**config.mk**
```make
export PLATFORM = sky130hd
export DESIGN_NAME = f32_to_f16_cvt
export DESIGN_NICKNAME = d
export VERILOG_FILES = /design/src/rtl/f32_to_f16_cvt.sv
export SDC_FILE = /design/constraint.sdc
export NUM_CORES = 1
export LEC_CHECK = 0
export CAP_MARGIN = 10
export CORE_MARGIN = 1.5
export CORE_UTILIZATION = 50
export CTS_CLUSTER_DIAMETER = 100
export DETAILED_ROUTE_END_ITERATION = 10
export MAX_ROUTING_LAYER = met4
export PLACE_DENSITY = 0.82
export SYNTH_ARGS = -nofsm -noshare
export SYNTH_HDL_FRONTEND = slang
export SYNTH_SLANG_ARGS = --single-unit
```
**constraint.sdc**
```tcl
create_clock -name clk -period 6.4 [get_ports clk]
set_input_delay 0.64 -clock clk [delete_from_list [all_inputs] [get_ports clk]]
set_output_delay 0.64 -clock clk [all_outputs]
set_load 0.05 [all_outputs]
```
**src/rtl/f32_to_f16_cvt.sv**
```systemverilog
module f32_to_f16_cvt (
  input  logic        clk,
  input  logic        rst_n,
  input  logic        in_valid,
  input  logic [31:0] in_word,
  input  logic [1:0]  rnd_mode,
  output logic        out_valid,
  output logic [15:0] out_half
);

  localparam logic [1:0]  M_NEAR = 2'b00;
  localparam logic [1:0]  M_ZERO = 2'b01;
  localparam logic [1:0]  M_UP   = 2'b10;
  localparam logic [1:0]  M_DOWN = 2'b11;

  localparam logic [30:0] INF_MAG  = 31'h7F80_0000;
  localparam logic [30:0] OVF_MAG  = 31'(143) << 23;
  localparam logic [30:0] NORM_MAG = 31'(113) << 23;
  localparam logic [30:0] SUB_MAG  = 31'(102) << 23;

  localparam logic [14:0] H_INF  = 15'h7C00;
  localparam logic [14:0] H_QNAN = 15'h7E00;
  localparam logic [14:0] H_MAX  = 15'h7BFF;

  logic        sgn;
  logic [30:0] mag;
  logic [7:0]  expo;
  logic [23:0] sig;
  logic [4:0]  sh;
  logic [14:0] nrm_val, sub_val, res;
  logic        nrm_g, nrm_s, sub_g, sub_s;

  assign sgn  = in_word[31];
  assign mag  = in_word[30:0];
  assign expo = mag[30:23];
  assign sig  = {1'b1, mag[22:0]};

  assign nrm_val = {5'(expo - 8'd112), mag[22:13]};
  assign nrm_g   = mag[12];
  assign nrm_s   = |mag[11:0];

  assign sh      = 5'(8'd125 - expo);
  assign sub_val = 15'(sig >> (sh + 5'd1));
  assign sub_g   = sig[sh];
  assign sub_s   = |(sig & ((24'd1 << sh) - 24'd1));

  function automatic logic [14:0] round_up(input logic [14:0] v, input logic g,
                                           input logic s, input logic neg,
                                           input logic [1:0] m);
    logic inc;
    case (m)
      M_NEAR:  inc = g & (s | v[0]);
      M_UP:    inc = ~neg & (g | s);
      M_DOWN:  inc = neg & (g | s);
      default: inc = 1'b0;
    endcase
    return v + 15'(inc);
  endfunction

  always_comb begin
    if (mag > INF_MAG)
      res = H_QNAN;
    else if (mag == INF_MAG)
      res = H_INF;
    else if (mag >= OVF_MAG) begin
      case (rnd_mode)
        M_NEAR:  res = H_INF;
        M_ZERO:  res = H_MAX;
        M_UP:    res = sgn ? H_MAX : H_INF;
        default: res = sgn ? H_INF : H_MAX;
      endcase
    end
    else if (mag >= NORM_MAG)
      res = round_up(nrm_val, nrm_g, nrm_s, sgn, rnd_mode);
    else if (mag >= SUB_MAG)
      res = round_up(sub_val, sub_g, sub_s, sgn, rnd_mode);
    else if (mag != 31'd0)
      res = 15'(((rnd_mode == M_UP) && !sgn) || ((rnd_mode == M_DOWN) && sgn));
    else
      res = 15'd0;
  end

  always_ff @(posedge clk) begin
    if (!rst_n) begin
      out_valid <= 1'b0;
      out_half  <= 16'h0000;
    end else begin
      out_valid <= in_valid;
      if (in_valid) out_half <= {sgn, res};
    end
  end

endmodule

```
After elaboration in Yosys (flattened, before gate mapping):

Cells that the tools add are included.

* reductions and logical operators: 8
* shift-type cells: 2
* eq/ne operators: 4
* add/sub/neg operators: 6
* multiplexer cells: 22
* magnitude comparators: 5
* bitwise gates (word level): 12

Operator list (count)
* $mux 15: 5
* $ge 31x30->1 const B: 2
* $pmux 11 s3: 1
* $eq 31x31->1 const B: 1
* $ge 31x31->1 const B: 1
* $gt 31x31->1 const B: 1
* $reduce_bool 31->1: 1
* $add 15x1->15: 2
* $and 24x24->24: 1
* $reduce_or 24->1: 1
* $shl 1x5->24 const A: 1
* $shr 24x5->15: 1
* $sub 24x1->24 const B: 1
* $mux 11: 2
* $reduce_or 12->1: 1
* $mux 1: 11
* $and 1x1->1: 6
* $lt 5x6->1 const B: 1
* $pmux 1 s3: 2
* $add 5x1->5 const B: 1
* $bmux 1 s5: 1
* $sub 5x5->5 const A: 1
* $sub 5x5->5 const B: 1
* $eq 2x2->1 const B: 2
* 7 further kinds: 11

* bits of input ports: 37
* flip-flop bits (word level): 17
* logic and storage cells: 61
* output and inout port bits: 17

Longest topological paths before layout:

Gate-level depths: netlist of run 1.

* depth after elaboration: 19
* mapped depth: 24

Worst setup path before layout of run 1:

Ideal clock, no wire load.

* kind: input to register
* start point: input port in_word[24]
* end point: register out_half[2]
* slack: 1.312 ns
* stages on the path: 24
* library setup time: 0.065 ns
* arrival time: 5.023 ns
* path through: buf_6 inv_1 ha_1 buf_2 clkinv_1 ha_1 buf_4 buf_2 buf_4 mux4_2 nand2_1 o211ai_1 nand3_1 a31oi_1 a221oi_1 nand4_1 o31a_1 ha_1 ha_1 inv_1 xnor2_1 a221oi_1 o32a_1 nor2b_1

* word-level cells in the longest chain between the ends: 19

RTL lines
* from (decl): RTL line 5 `input logic [31:0] in_word,`
* $sub 5x5->5: RTL line 42 `assign sh = 5'(8'd125 - expo);`
* $shl 1x5->24: RTL line 45 `assign sub_s = |(sig & ((24'd1 << sh) - 24'd1));`
* $sub 24x1->24: RTL line 45
* $and 24x24->24: RTL line 45
* $reduce_or 24->1: RTL line 45
* $or 1x1->1 (on tied branches): RTL line 53, 54, 52
* $and 1x1->1 (on tied branches): RTL line 54, 52, 53
* $pmux 1 s3: RTL line 51 `case (m)`
* [... 3 more ...]
* $mux 1: RTL line 63 `else if (mag == INF_MAG)`
* $mux 1: RTL line 61 `if (mag > INF_MAG)`
* $add 15x1->15: RTL line 57 `return v + 15'(inc);`
* $mux 15: RTL line 75 `else if (mag >= SUB_MAG)`
* $mux 15: RTL line 73 `else if (mag >= NORM_MAG)`
* $mux 15: RTL line 65 `else if (mag >= OVF_MAG) begin`
* $mux 15: RTL line 63
* $mux 15 *: RTL line 61
* to (signal assigned): RTL line 89 `if (in_valid) out_half <= {sgn, res};`
* to (decl): RTL line 8 `output logic [15:0] out_half`

Mark *: on every way between the ends. The rest lies on a longest branch, timed or not. The select of a mux whose other input is x is not followed.
A chain may end at the register's enable or synchronous reset.

Worst setup path after layout of run 1:

Same ends and word-level chain as after synthesis.

==> results by group, run 1 <==
Outcome
  • Outcome: complete, no violations

Setup path
  • Crit end category: flop
  • Critical path's largest stage delay: 0.74 ns
  • Required @ worst endpoint: 6.59 ns
  • Crit-path slowest cell: clkdlybuf4s50_1
  • Critical path cell sequence: clkdlybuf4s50_1 > ha_1 > nand2_1 > o21ai_1 > nand3_1 > ha_1 > inv_1 > a21oi_1 > a22o_1 > a2111oi_0 > nand4_1 > o31a_1 > ha_1 > ha_1 > inv_1 > xnor2_1 > a221oi_1 > o32a_1 > nor2b_1
  • Setup crit start kind: primary input
  • Crit path DAT: 5.98 ns
  • Crit path top cell by count: ha_1
  • Largest fanout on the critical path: 18
  • Crit path kind: in -> reg

Clock tree
  • Hold-fix buffers, CTS: 0
  • Cts repair resizes: 0
  • H-tree lvl count: 1
  • CTS tree: built
  • Clk slew on worst S/H paths: 0.06 ns
  • Clk sink count: 17
  • Worst-Skew Late Latency: 0.25 ns
  • Num CTS Buffers: 3
  • Root buf cell: clkbuf_8
  • Post-CTS Setup Inserts: 0
  • Clock Path Buffers: 2

Worst hold path
  • Hold WC Path Type: reg -> reg

Final layout
  • Most common library cell in the layout ignoring fill and taps: nand2_1
  • Antenna cell count: 0
  • Final nets: 683
  • Area grow syn2layout: 12.7%
  • Post-layout util: 0.585
  • Share of layout cells above drive strength 1: 0.117
  • Commonest cells after routing, fill and taps aside: 60 x nand2_1, 53 x clkdlybuf4s50_1, 36 x o21ai_0
  • Final Cell Area: 5130 um2
  • Final non-filler cell total: 738

Global routing
  • Largest net degree at the start of global routing: 39
  • Number of global-route vias before repair: 5011
  • GR Overflow Total: 0
  • Initial antenna violation count: 0
  • First-pass GRT wire length: 26800 um
  • Total routing usage reported by global routing: 0.352

Logic synthesis
  • Library cells used by synthesis: 79
  • Netlist Area Pre-Place: 4550 um2
  • Sequential element share of the synthesized area: 0.0748
  • Synth Register Bits: 17
  • Synth Flop Type: dfxtp_1
  • Number of synthesized flops with an enable pin: 0
  • Asr flop ratio synth: 0
  • Syn. warnings: 0
  • Syn avg cell area: 7.47 um2
  • Syn_nets: 661
  • Mapped Cells: 609

Detailed routing
  • DRC: 0
  • Via count: 5217
  • Drt via density: 7.07
  • Total wire length: 16500 um
  • DR pass1 iterations: 5
  • DRT iter0 DRCs: 521
  • Final ANT Viol Nets: 0
  • Routed len/inst: 22.3 um

Pwr
  • Maximum VDD drop: 69.1 uV
  • Leak: 0.00181 uW
  • Power Density: 141 nW/um2

Timing
  • Final Cycle Share: 0.905
  • Final setup violation count: 0
  • Max Fclk: 173 MHz
  • Max transition margin: 0.281
  • Tmin final: 5.79 ns
  • RSZ-0062 raised after global routing: no
  • Slew Viols, Final: 0
  • Worst hold slack: 0.497 ns
  • Setup TNS: 0 ns
  • Fin. Hold Viols: 0
  • Clk_skew: 0 ns
  • Worst Max-Slew Pin Slew: 1.07 ns

Job
  • Max_cap viols: 0

Placed design
  • HPWL after DPL: 12400 um
  • # port buffers: 53
  • Placed cell count: 734
  • Dpl cell area: 5080 um2
  • RePlAce Congestion: 0.973

Floorplan
  • Die X: 98.4 um
  • Die height: 98.4 um
  • Number of I/O pins: 54
  • Initial Utilization: 0.519
  • Core footprint: 8760 um2
  • Row Count: 34
  • DIE AREA: 9680 um2
-- synth_stat cells, types with 17 or more instances --
cell / number / area share
o211ai_1: 18 / 0.030
mux4_2: 21 / 0.10
clkbuf_1: 24 / 0.020
a21oi_1: 34 / 0.037
xnor2_1: 21 / 0.040
nand2_1: 60 / 0.049
nor2b_1: 17 / 0.023
o21ai_0: 36 / 0.040
nor2_1: 32 / 0.026
dfxtp_1: 17 / 0.075
mux2i_1: 30 / 0.066
nand3_1: 23 / 0.025
-- worst max-delay path: cells and delay by family --
family / cells / cell delay [ns]
fa+ha+maj: 4 / 1.48
xor+xnor: 1 / 0.13
buf+inv: 3 / 1.04
compound gates: 7 / 2.03
simple gates: 4 / 0.64
-- cells by family (layout without fill, tap and decap cells) --
group                      count (synthesis)  in the layout  synth area share
DFF                                       17             17            0.0748
muxes                                     68             68             0.214
xor gates and xnor gates                  29             29            0.0591
buffers and inverters                     71             92            0.0720
AOI/OAI and AO/OA                        181            181             0.276
adders and majority gates                 15             15            0.0412
and+or+nand+nor                          228            228             0.262
-- path summary, 6_finish.rpt --
kind	cells past startpoint	slack, ns	from	endpoint
setup reg to reg	6	5.04	out_half[9]$_SDFFE_PN0P_	out_half[9]$_SDFFE_PN0P_
setup / recovery	19	0.61	in_word[24]	out_half[2]$_SDFFE_PN0P_
hold / removal	2	0.50	out_half[0]$_SDFFE_PN0P_	out_half[0]$_SDFFE_PN0P_
hold reg to reg	2	0.50	out_half[0]$_SDFFE_PN0P_	out_half[0]$_SDFFE_PN0P_
-- final cells by class --
class                           count  area [um2]
Multi-Input combinational cell    521        3880
Fill cell                         876        3630
Timing Repair Buffer               70         658
Sequential cell                    17         340
Tap cell                          108         135
Inverter                           18        67.6
Clock buffer                        3        41.3
Clock inverter                      1        5.00
-- per-layer routing --
| layer | track usage | vias up | part of all wire |
|---|---|---|---|
| li1 | - | 2377 | - |
| met3 | 0.0429 | 52 | 0.074 |
| met2 | 0.534 | 305 | 0.46 |
| met4 | 0.120 | 0 | 0.035 |
| met1 | 0.485 | 2483 | 0.43 |
| met5 | - | - | 0 |
-- flip-flops by register name, summed over array words and instances, names as in the netlist --
| register | flops |
|---|---|
| out_half | 16 |
| out_valid | 1 |
-- power by group --
part           total [uW]  switching (uW)  internal, uW
Sequential            119            4.55           114
Combinational         522             311           211
Clock                82.0            38.7          43.3
Total                 723             354           368
-- metrics by stage --
step	power, uW	setup WS [ns]
2_1_floorplan	490	1.31
5_1_grt	767	0.260
6_report	723	0.607
3_3_place_gp	625	0.577
4_1_cts	712	0.766
3_5_place_dp	630	0.529
Power figures use the tool's default switching activity.
==> run 2: changes to the inputs <==
--- a/config.mk
+++ b/config.mk
@@ -8,7 +8,7 @@
 export CAP_MARGIN = 10
 export CORE_MARGIN = 1.5
 export CORE_UTILIZATION = 50
-export CTS_CLUSTER_DIAMETER = 100
+export CTS_CLUSTER_DIAMETER = 60
 export DETAILED_ROUTE_END_ITERATION = 10
 export MAX_ROUTING_LAYER = met4
 export PLACE_DENSITY = 0.82
==> results of run 2 <==
Final layout, timing and power as in run 1 (identical DEF).
